--- src/rtl/pdh_pkg.sv ---
package pdh_pkg;
    typedef enum logic [1:0] {
        PDH_RUN     = 2'd0,
        PDH_STANDBY = 2'd1,
        PDH_DOWN    = 2'd2
    } pdh_state_e;

    localparam int unsigned PDH_REQ_PINS = 2;
endpackage

--- src/rtl/pdh_sync.sv ---
module pdh_sync #(
    parameter int unsigned STAGES = 2
) (
    input  logic clk,
    input  logic rst_n,
    input  logic d_async,
    output logic q_sync
);
    logic [STAGES-1:0] chain_q;

    generate
        for (genvar s = 0; s < STAGES; s++) begin : g_stage
            if (s == 0) begin : g_first
                always_ff @(posedge clk or negedge rst_n) begin
                    if (!rst_n) chain_q[0] <= 1'b0;
                    else        chain_q[0] <= d_async;
                end
            end else begin : g_next
                always_ff @(posedge clk or negedge rst_n) begin
                    if (!rst_n) chain_q[s] <= 1'b0;
                    else        chain_q[s] <= chain_q[s-1];
                end
            end
        end
    endgenerate

    assign q_sync = chain_q[STAGES-1];
endmodule

--- src/rtl/pdh_idle.sv ---
module pdh_idle #(
    parameter int unsigned IDLE_CYCLES = 16
) (
    input  logic clk,
    input  logic rst_n,
    input  logic clear,
    input  logic change,
    output logic quiet_done
);
    localparam int unsigned CW = (IDLE_CYCLES > 2) ? $clog2(IDLE_CYCLES) : 1;
    localparam logic [CW-1:0] LAST = CW'(IDLE_CYCLES - 1);

    logic [CW-1:0] quiet_cnt;

    always_ff @(posedge clk or negedge rst_n) begin
        if (!rst_n) begin
            quiet_cnt <= '0;
        end else if (clear || change) begin
            quiet_cnt <= '0;
        end else if (quiet_cnt != LAST) begin
            quiet_cnt <= quiet_cnt + 1'b1;
        end
    end

    assign quiet_done = (quiet_cnt == LAST);
endmodule

--- src/rtl/pdh_fsm.sv ---
module pdh_fsm
    import pdh_pkg::*;
(
    input  logic       clk,
    input  logic       rst_n,
    input  logic       pd_any,
    input  logic       itd_en,
    input  logic       quiet_done,
    input  logic       change,
    output pdh_state_e state,
    output logic       is_down,
    output logic       is_standby
);
    pdh_state_e state_nx;

    always_ff @(posedge clk or negedge rst_n) begin
        if (!rst_n) state <= PDH_RUN;
        else        state <= state_nx;
    end

    always_comb begin
        state_nx = state;
        unique case (state)
            PDH_RUN: begin
                if (pd_any)
                    state_nx = PDH_DOWN;
                else if (itd_en && quiet_done && !change)
                    state_nx = PDH_STANDBY;
            end
            PDH_STANDBY: begin
                if (pd_any)
                    state_nx = PDH_DOWN;
                else if (change || !itd_en)
                    state_nx = PDH_RUN;
            end
            PDH_DOWN: begin
                if (!pd_any)
                    state_nx = PDH_RUN;
            end
            default: state_nx = PDH_RUN;
        endcase
    end

    always_comb begin
        is_down    = (state == PDH_DOWN);
        is_standby = (state == PDH_STANDBY);
    end
endmodule

--- src/rtl/pdh_hold.sv ---
module pdh_hold #(
    parameter int unsigned N_IN  = 8,
    parameter int unsigned N_OUT = 8
) (
    input  logic             clk,
    input  logic             rst_n,
    input  logic             hold,
    input  logic [N_IN-1:0]  in_pins,
    input  logic [N_OUT-1:0] core_val,
    input  logic [N_OUT-1:0] core_oe,
    output logic [N_IN-1:0]  in_q,
    output logic [N_OUT-1:0] val_q,
    output logic [N_OUT-1:0] oe_q
);
    always_ff @(posedge clk or negedge rst_n) begin
        if (!rst_n) begin
            in_q <= '0;
        end else if (!hold) begin
            in_q <= in_pins;
        end
    end

    always_ff @(posedge clk or negedge rst_n) begin
        if (!rst_n) begin
            val_q <= '0;
            oe_q  <= '0;
        end else if (!hold) begin
            val_q <= core_val;
            oe_q  <= core_oe;
        end
    end
endmodule

--- src/rtl/pdhold_ctrl.sv ---
module pdhold_ctrl
    import pdh_pkg::*;
#(
    parameter int unsigned N_IN        = 8,
    parameter int unsigned N_OUT       = 8,
    parameter int unsigned SYNC_STAGES = 2,
    parameter int unsigned IDLE_CYCLES = 16
) (
    input  logic             clk,
    input  logic             rst_n,
    input  logic             pd_en,
    input  logic             itd_en,
    input  logic             pd_req_a,
    input  logic             pd_req_b,
    input  logic [N_IN-1:0]  in_pins,
    input  logic [N_OUT-1:0] core_val,
    input  logic [N_OUT-1:0] core_oe,
    output logic [N_IN-1:0]  in_to_core,
    output logic [1:0]       pd_to_core,
    output logic [N_OUT-1:0] pin_val,
    output logic [N_OUT-1:0] pin_oe,
    output logic             low_power,
    output logic             standby
);
    logic [PDH_REQ_PINS-1:0] req_raw;
    logic [PDH_REQ_PINS-1:0] req_sync;
    logic                    pd_any;
    logic                    hold;
    logic                    change;
    logic                    quiet_done;
    logic                    is_down;
    logic                    is_standby;
    pdh_state_e              state;

    assign req_raw = {pd_req_b, pd_req_a};

    generate
        for (genvar p = 0; p < PDH_REQ_PINS; p++) begin : g_req
            pdh_sync #(.STAGES(SYNC_STAGES)) sync_i (
                .clk     (clk),
                .rst_n   (rst_n),
                .d_async (req_raw[p]),
                .q_sync  (req_sync[p])
            );
        end
    endgenerate

    assign pd_any     = pd_en & (|req_sync);
    assign pd_to_core = pd_en ? 2'b00 : req_sync;
    assign hold       = is_down | pd_any;
    assign change     = (in_pins != in_to_core);

    pdh_hold #(.N_IN(N_IN), .N_OUT(N_OUT)) hold_i (
        .clk      (clk),
        .rst_n    (rst_n),
        .hold     (hold),
        .in_pins  (in_pins),
        .core_val (core_val),
        .core_oe  (core_oe),
        .in_q     (in_to_core),
        .val_q    (pin_val),
        .oe_q     (pin_oe)
    );

    pdh_idle #(.IDLE_CYCLES(IDLE_CYCLES)) idle_i (
        .clk        (clk),
        .rst_n      (rst_n),
        .clear      (hold | ~itd_en),
        .change     (change),
        .quiet_done (quiet_done)
    );

    pdh_fsm fsm_i (
        .clk        (clk),
        .rst_n      (rst_n),
        .pd_any     (pd_any),
        .itd_en     (itd_en),
        .quiet_done (quiet_done),
        .change     (change),
        .state      (state),
        .is_down    (is_down),
        .is_standby (is_standby)
    );

    always_comb begin
        low_power = is_down;
        standby   = is_standby & itd_en & ~change & ~hold;
    end
endmodule

--- config.mk ---
export PLATFORM = sky130hd
export DESIGN_NAME = pdhold_ctrl
export DESIGN_NICKNAME = d
export VERILOG_FILES = /design/src/rtl/pdh_pkg.sv /design/src/rtl/pdh_sync.sv /design/src/rtl/pdh_idle.sv /design/src/rtl/pdh_fsm.sv /design/src/rtl/pdh_hold.sv /design/src/rtl/pdhold_ctrl.sv
export SDC_FILE = /design/constraint.sdc
export NUM_CORES = 1
export LEC_CHECK = 0
export CAP_MARGIN = 15
export CORE_MARGIN = 2
export CORE_UTILIZATION = 36
export CTS_BUF_LIST = sky130_fd_sc_hd__clkbuf_8
export CTS_CLUSTER_SIZE = 16
export DETAILED_ROUTE_END_ITERATION = 8
export GPL_TIMING_DRIVEN = 0
export PLACE_DENSITY = 0.8
export SYNTH_ARGS = -nofsm -noshare
export SYNTH_HDL_FRONTEND = slang
export SYNTH_HIERARCHICAL = 1
export SYNTH_SLANG_ARGS = --single-unit
--- constraint.sdc ---
create_clock -name clk -period 1.4 [get_ports clk]
set_input_delay 0.28 -clock clk [delete_from_list [all_inputs] [get_ports clk]]
set_output_delay 0.28 -clock clk [all_outputs]
set_load 0.02 [all_outputs]
# --- After elaboration in Yosys (flattened, before gate mapping) ---
# Index checks and enable logic that the tools add are counted.
totals:
  inputBits: 30
  elab_cells: 46
  regBits: 34
  out_inout_bits: 28
classes:
  reduce_logical: 10
  eq_ne: 8
  n_addsub: 1
  bitwise: 9
  muxes: 9
op_table:
  columns: ["cell", "n"]
  rows:
  - ["$mux 2", 6]
  - ["$mux 4", 2]
  - ["$ne 8x8->1", 1]
  - ["$ne 3x1->1 const B", 2]
  - ["$pmux 2 s3", 1]
  - ["$add 4x1->4 const B", 1]
  - ["$and 1x1->1", 4]
  - ["$eq 4x4->1 const B", 1]
  - ["$ne 4x4->1 const B", 1]
  - ["$not 1->1", 3]
  - ["$reduce_and 3->1", 1]
  - ["$eq 2x1->1 const B", 1]
  - ["$eq 2x2->1 const B", 1]
  - ["$logic_and 1x1->1", 2]
  - ["$logic_not 1->1", 2]
  - ["$logic_not 2->1", 1]
  - ["$logic_or 1x1->1", 2]
  - ["$ne 2x2->1 const B", 1]
  - ["$or 1x1->1", 2]
  - ["$reduce_bool 2->1", 1]
  - ["$reduce_or 2->1", 1]

# --- Logic depth before layout (Yosys ltp) ---
# Gate-level depths: netlist of run 1.
depth:
  word_depth: 6
  ltp_mapped: 5
  mapped_depth_nobuf: 5

# --- Cells and area by module ---
# Netlist of run 1, hierarchy kept.
by_module_without_submodules:
  columns: ["module", "area_each_um2", "seq_area_each_um2", "instances", "cells_each"]
  rows:
  - ["pdh_hold", 997.2, 600.6, 1, 51]
  - ["pdh_idle", 240.2, 100.1, 1, 19]
  - ["pdhold_ctrl", 150.1, 0.0, 1, 19]
  - ["pdh_sync", 50.0, 50.0, 2, 2]
  - ["pdh_fsm", 93.8, 50.0, 1, 7]

# --- Least setup slack after synthesis of run 1 ---
# OpenSTA, ideal clock, no wires.
synth_path:
  path_type: "register to register"
  start: "register fsm_i.state[1]"
  end: "register hold_i.in_q[0]"
  period_less_slack_ps: 1629
  path_slack_ps: -229
  path_buffers: 2
  t_required_ps: 1275
  stages_incl_launch_ff: 6
  arrival_ps: 1504
  setup_ps: 125
  path_cell_list: "dfrtp_1 nor2b_1 nand2b_1 buf_6 buf_12 mux2_4"
synth_via:
  elab_chain_len: 2
synth_rtl:
  columns: ["item", "line", "source"]
  rows:
  - ["from (decl)", "pdh_fsm.sv:10", "output pdh_state_e state,"]
  - ["from (signal assigned)", "pdh_fsm.sv:18", "else state <= state_nx;"]
  - ["$eq 2x2->1", "pdh_fsm.sv:45", "is_down = (state == PDH_DOWN);"]
  - ["net low_power", "pdhold_ctrl.sv:22", "output logic low_power,"]
  - ["$or 1x1->1", "pdhold_ctrl.sv:50", "assign hold = is_down | pd_any;"]
  - ["net hold", "pdhold_ctrl.sv:28", "logic hold;"]
  - ["to (signal assigned)", "pdh_hold.sv:19", "in_q <= in_pins;"]
  - ["to (decl)", "pdh_hold.sv:11", "output logic [N_IN-1:0] in_q,"]
# The timed path passes the listed nets, and every way through them passes these cells.
# A chain may end at the register's enable or synchronous reset.

# --- Final worst setup path of run 1 ---
layout_path:
  start: "register hold_i.in_q[6]"
  end: "output standby"
layout_via:
  elab_chain_len: 4
layout_rtl:
  columns: ["item", "line", "source"]
  rows:
  - ["$ne 8x8->1", "pdhold_ctrl.sv:51", "assign change = (in_pins != in_to_core);"]
  - ["$not 1->1", "pdhold_ctrl.sv:87", "standby = is_standby & itd_en & ~change & ~hold;"]
  - ["$and 1x1->1 (2 in series)", "pdhold_ctrl.sv:87", null]
  - ["to (decl)", "pdhold_ctrl.sv:23", "output logic standby"]
# No other way between the ends.

==> results.toml, run 1 <==
[clock_tree]
cts_sinks = 34
numCtsBuffers = 5
cts-root-buf = "clkbuf_8"
cts_hold_buf = 0
cts_tree = "built"
path_clk_slew_ns = 0.08
clkLatencyLatePin_ns = 0.29
h-tree-depth = 2
cts_buffer_depth = 2

[route]
routed_wl_mm = 3.851
vias = 1102
post-route-drc-count = 0
vias_per_cell = 4.689
dr.first_iter.drc_count = 38
ant_nets = 0
dr.pass1.iters = 2
wl_per_cell_um = 16.39

[sta]
rsz0062_at_grt = "true"
hold_violations = 0
skew_ns = 0.01227
min_period_over_period_pct = 130.8
slew_violations = 0
tightest_slew_ns = 0.7365
fmax_mhz = 546.1
layout_setup_ws_ns = -0.4310
period_needed_ns = 1.831
setup_viol = 31
tns_ns = -4.247
slew_headroom_pct = 50.90

[global_routing]
grt_max_degree = 35
grt-ovfl-total = 0
antenna_found_initial = 0
grtUsageTotal_pct = 16.52
grt_pass1_vias = 1246
grt_pass1_wl_mm = 6.216

[worst_hold_path]
hold_path_class = "input port to async pin"

[worst_setup_path]
critPathBufInv = 1
critPathKind = "register to primary output"
critPathCaptureType = "primary output"
critPathMaxStageDelay_ns = 0.44
worst_setup_path_start_kind = "register"
crit_slowest_cell = "dfrtp_2"
r2r_setup_slack_ns = -0.26
arrival_ns = 1.55
r2r-start = "hold_i/in_q[6]$_DFFE_PN0N_"
crit_path_max_fanout = 3
reg2reg_depth = 6
crit_required_ns = 1.12
crit_chain = "xor2_2 > nor4_2 > and3_4 > buf_6"
cp_top_family = "simple AND/OR/NAND/NOR gates"
startpoint = "hold_i/in_q[6]$_DFFE_PN0N_"
reg2reg_to = "fsm_i/state[0]$_DFFE_PN0P_"

[job]
maxCapViolCount = 0

[final_layout]
area_growth_pct = 61.08
diodes = 0
layout-drive-gt1-share_pct = 47.54
nets = 213
num-fill-cells = 340

[logic_synthesis]
synthTopCellsByCount = "34 x dfrtp_1, 20 x mux2_4, 8 x xor2_1, 5 x mux2_2, 4 x nor2b_1"
synth_nets = 131
yosysTopAreaCellShare_pct = 53.80
yosysSeqAreaShare_pct = 53.80
synth_top_area_cell = "dfrtp_1"
synth.area.top_cells = "dfrtp_1 54%, mux2_4 19%, xor2_1 4.4%"
synth.most_common_cell = "dfrtp_1"
yosysUniqueCellTypes = 31
synthArstFlopShare_pct = 100.0
syn_area_um2 = 1582
synth_ff_type = "dfrtp_1"
yosysWarningCount = 6
syn_inst = 100
syn_area_per_cell_um2 = 15.82
ys_ff_latch = 34
synth_edf_count = 0

[status]
violations = "setup timing"
status = "complete, but fails checks"

[floorplan]
num_io_pins = 58
dieArea_um2 = 4939
die_y_um = 70.28
rows = 24
chipWidth_um = 70.28
design.core.area_um2 = 4294
start_util_pct = 36.83

[placement]
pre_cts_slack_ns = -0.9763
io_buffers = 57
gp_congestion = 0.6665
hpwl_mm = 2.507

[power]
peakVddDrop_mv = 0.5823
cellLeakagePower_nw = 1.208
power_density_nw_per_um2 = 1061
final cells by class:
| class | instances | area, um2 | area share, % |
|---|---|---|---|
| sequential | 34 | 855.8 | 33.60 |
| multi-input combinational | 62 | 795.8 | 31.24 |
| timing repair buffer | 77 | 720.7 | 28.29 |
| clock buffer | 5 | 68.82 | 2.701 |
| tap | 52 | 65.06 | 2.554 |
| buffer | 1 | 20.02 | 0.7859 |
| clock inverter | 3 | 17.52 | 0.6876 |
| inverter | 1 | 3.754 | 0.1473 |
logic make-up after synthesis:
logic type | share of synthesized area (%)
AND/OR/NAND/NOR | 10.52
flip-flops | 53.80
adder cells (fa/ha/maj) | 0.7910
multiplexers | 22.55
buffers and inverters | 3.481
XOR/XNOR | 4.431
AO/OA/AOI/OAI | 4.431
layout by cell type, fill, tap and decap left out, types with 2 or more instances in the layout:
master           count
clkbuf_8             5
and3_4               2
buf_12               3
dfrtp_1             30
clkdlybuf4s50_1     24
xor2_1               5
clkbuf_2             3
nor2b_1              3
dlygate4sd2_1       21
dlymetal6s2s_1       2
buf_6                9
buf_4               10
mux2_4              25
xor2_2               3
dfrtp_2              4
buf_2                5
inv_1                2
nor3b_2              2
nor4_2               2
how the worst max path moves through the flow:
stage	end	slack (ns)	cells past startpoint
2_1_floorplan	fsm_i/state[0]$_DFFE_PN0P_	-0.11	5
5_1_grt	standby	-0.50	4
3_5_place_dp	standby	-0.98	5
3_3_place_gp	standby	-0.95	5
6_report	standby	-0.43	4
4_1_cts	standby	-0.43	4
report_power, final:
part | switching, mW | internal [mW]
Sequential | 0.0789 | 1.10
Clock | 0.360 | 0.343
Combinational | 0.372 | 0.451
Total | 0.811 | 1.89
stage by stage:
step / hold slack (ns) / std cells / instance area [um2] / power, mW / utilization, %
detailed placement: 0.3403 / 209 / 2227 / 1.964 / 51.86
CTS: 0.06287 / 230 / 2510 / 2.717 / 58.45
global route: 0.09736 / 235 / 2547 / 2.848 / 59.32
floorplan: -0.01559 / 100 / 1597 / 1.586 / -
global placement: 0.3353 / 209 / 2232 / 1.940 / 51.98
finish: 0.04449 / 235 / 2547 / 2.703 / 59.32
worst register-to-register path, stage by stage, from the launching register on:
cell and delay (ns):
dfrtp_2 0.44, xor2_2 0.15, nor4_2 0.31, buf_4 0.21, nand2_8 0.07, nor4b_4 0.26, o21a_1 0.16
routing by layer:
layer	global-route usage [%]	wire (um)	part of all wire (%)
met3	3.896	180	4.7
met2	28.62	2088	54
met4	8.761	113	2.9
met5	0	0	0
met1	18.69	1468	38
what timing repair did:
| item | 4_1_cts | 5_1_grt |
|---|---|---|
| gates resized for setup | 67 | 25 |
| buffers inserted | 15 | 12 |
| pin swaps | 10 | 7 |
| hold endpoints to repair | 0 | 0 |
| setup endpoints to repair | 53 | 36 |
| cloned | 2 | 0 |
sequential cells by signal, indices dropped and copies added (netlist names):
name                  count
fsm_i/state               2
g_req.sync_i/chain_q      2
g_req.sync_i/q_sync       2
hold_i/in_q               8
hold_i/oe_q               8
hold_i/val_q              8
idle_i/quiet_cnt          4
(Power assumes the default switching activity.)
==> inputs of run 2 (changes only) <==
- ABC_AREA: not set -> 1
==> run 2 against run 1 <==
Synthesized cell count increased by 81%; maximum frequency up 15%; critical path depth is 2 higher; sequential power barely moved; die area fell by 1.3%; largest cell class unchanged; utilization is 2.4 points lower; sequential share of layout area is 3.0 points higher; register-to-register slack better by 0.19 ns; critical path type unchanged; power decreased by 6.1%; cell count is 30% higher; the run still ends with setup timing left.
==> results.toml, run 2 <==
[status]
status = "complete, but fails checks"
violations = "setup timing"

[sta]
tightest_slew_ns = 0.7554
period_needed_ns = 1.599
slew_headroom_pct = 49.64
setup_viol = 5
fmax_mhz = 625.4
min_period_over_period_pct = 114.2
slew_violations = 0
rsz0062_at_grt = "true"
skew_ns = 0.003783
hold_violations = 0
layout_setup_ws_ns = -0.1991

[power]
power_density_nw_per_um2 = 1091
peakVddDrop_mv = 0.5237
swShare_pct = 30.29
netSwitchingPower_mw = 0.7683
combPwrFrac_pct = 25.1
cellLeakagePower_nw = 1.251
intPower_mw = 1.768
pwr-share-seq_pct = 45.3
power.total_mw = 2.537
p_clk_share_pct = 29.6

[logic_synthesis]
synth.most_common_cell = "nand2_1"
synth_top_area_cell = "dfrtp_1"
synthTopCellsByCount = "81 x nand2_1, 34 x dfrtp_1, 15 x inv_1, 12 x nand2_2, 10 x nor2_1"
yosysUniqueCellTypes = 21
yosysSeqAreaShare_pct = 54.53
ys_ff_latch = 34
yosysTopAreaCellShare_pct = 54.53
synth.area.top_cells = "dfrtp_1 55%, nand2_1 19%, nand2_2 4.8%"
syn_inst = 181
syn_area_um2 = 1560
synthArstFlopShare_pct = 100.0
synth_edf_count = 0
synth_ff_type = "dfrtp_1"
syn_area_per_cell_um2 = 8.620
yosysWarningCount = 6
synth_nets = 212

[clock_tree]
cts_buffer_depth = 2
numCtsBuffers = 5
cts_tree = "built"
h-tree-depth = 2
cts_sinks = 34
clkLatencyLatePin_ns = 0.28
cts-root-buf = "clkbuf_8"
path_clk_slew_ns = 0.07
cts_hold_buf = 0

[worst_setup_path]
critPathKind = "register to primary output"
crit_path_max_fanout = 3
arrival_ns = 1.32
worst_setup_path_start_kind = "register"
startpoint = "hold_i/in_q[7]$_DFFE_PN0N_"
crit_chain = "xnor2_2 > nand2_1 > nor2_1 > nand2_2 > nor2_2 > buf_6"
crit_required_ns = 1.12
r2r-start = "hold_i/in_q[7]$_DFFE_PN0N_"
crit_slowest_cell = "dfrtp_1"
critPathMaxStageDelay_ns = 0.41
critPathCaptureType = "primary output"

[route]
dr.first_iter.drc_count = 102
post-route-drc-count = 0
ant_nets = 0
wl_per_cell_um = 11.00
dr.pass1.iters = 4
vias = 1347
routed_wl_mm = 3.355
vias_per_cell = 4.416

[final_layout]
utilization_pct = 56.92
diodes = 0
layout-drive-gt1-share_pct = 20.78
final_common_cell = "nand2_1"
area_growth_pct = 49.08
final_cells = 305
final_cell_mix = "81 x nand2_1, 34 x dfrtp_1, 30 x dlygate4sd2_1"
nets = 285
reg_top3 = "hold_i/in_q x8, hold_i/oe_q x8, hold_i/val_q x8"
num-fill-cells = 368

[floorplan]
chipWidth_um = 69.84
rows = 23
start_util_pct = 38.18
design.core.area_um2 = 4086
num_io_pins = 58
dieArea_um2 = 4877
die_y_um = 69.84

[global_routing]
grt_pass1_wl_mm = 5.733
grtUsageTotal_pct = 14.73
grt_max_degree = 35
antenna_found_initial = 0
grt_pass1_vias = 1316
grt-ovfl-total = 0

[worst_hold_path]
hold_path_class = "input port to async pin"

[placement]
hpwl_mm = 2.370
dp_cells = 288
io_buffers = 57
gp_congestion = 0.7676

[job]
maxCapViolCount = 0
## run 2: cell types whose count changed after synthesis, moves of 6 or more
cell,delta
inv_1,+14
nand2_2,+12
nor2_1,+9
nand2_1,+80
nand3_1,+6
mux2_4,-20
xor2_1,-8
## run 2: kinds of logic (layout without fill, tap and decap cells)
group | after synthesis | count (layout) | share of synthesized area, %
AND/OR/NAND/NOR | 115 | 115 | 31.44
flip-flops | 34 | 34 | 54.53
buffers and inverters | 22 | 96 | 8.901
XOR/XNOR | 5 | 5 | 2.807
AO/OA/AOI/OAI | 4 | 4 | 1.523
adder cells (fa/ha/maj) | 1 | 1 | 0.8018
## run 2: routing by layer
metal  vias up  GRT usage [%]  part of all wire [%]
met4         0          5.128                   1.7
met5         -              0                     0
met3         5          5.669                   6.4
li1        692              -                     -
met1       611          17.28                    44
met2        39          24.55                    48
## run 2: path summary, 6_finish.rpt
kind,to,slack [ns],depth (start not counted)
setup / recovery,standby,-0.20,6
hold / removal,hold_i/oe_q[1]$_DFFE_PN0N_,0.06,1
setup reg to reg,idle_i/quiet_cnt[0]$_DFFE_PN0P_,-0.07,9
hold reg to reg,g_req[0].sync_i/q_sync$_DFF_PN0_,0.35,0
max in group asynchronous,idle_i/quiet_cnt[0]$_DFFE_PN0P_,0.86,1
min in group clk,g_req[0].sync_i/q_sync$_DFF_PN0_,0.35,0
## run 2: stage by stage
stage / worst slack (ns) / setup TNS [ns] / area (um2) / hold WS, ns
6_report: -0.1991 / -0.4345 / 2326 / 0.06054
5_1_grt: -0.2898 / -1.022 / 2326 / 0.1208
4_1_cts: -0.2422 / -0.2422 / 2246 / 0.08524
3_5_place_dp: -0.7983 / -6.933 / 2191 / 0.3379
3_3_place_gp: -0.7928 / -30.49 / 2196 / 0.3324
2_1_floorplan: 0.03192 / 0 / 1563 / -0.01559
## run 2: what timing repair did
item | CTS | global route
resized for setup | 49 | 13
buffers inserted | 1 | 8
setup endpoints to repair | 28 | 8
pin swaps | 6 | 4
## run 2: power by group through the flow
stage | registers (mW) | logic, mW | clock network, mW
floorplan | 1.28 | 0.216 | 0
global placement | 1.17 | 0.679 | 0
detailed placement | 1.17 | 0.688 | 0
CTS | 1.15 | 0.611 | 0.783
global route | 1.16 | 0.697 | 0.832
finish | 1.15 | 0.637 | 0.752
## run 2: final cells by class
cell class	count	area [um2]	share of cell area [%]
inverter	17	71.32	3.066
tap	50	62.56	2.690
multi-input combinational	125	603.1	25.93
clock buffer	6	82.58	3.550
buffer	5	67.56	2.905
clock inverter	2	12.51	0.5379
timing repair buffer	66	575.6	24.74
sequential	34	850.8	36.58
## run 2: critical path, delay by kind of cell (launching register included)
family,cells,cell delay [ns]
AND/OR/NAND/NOR,4,0.37
buffers and inverters,1,0.12
XOR/XNOR,1,0.13
flip-flops,1,0.41
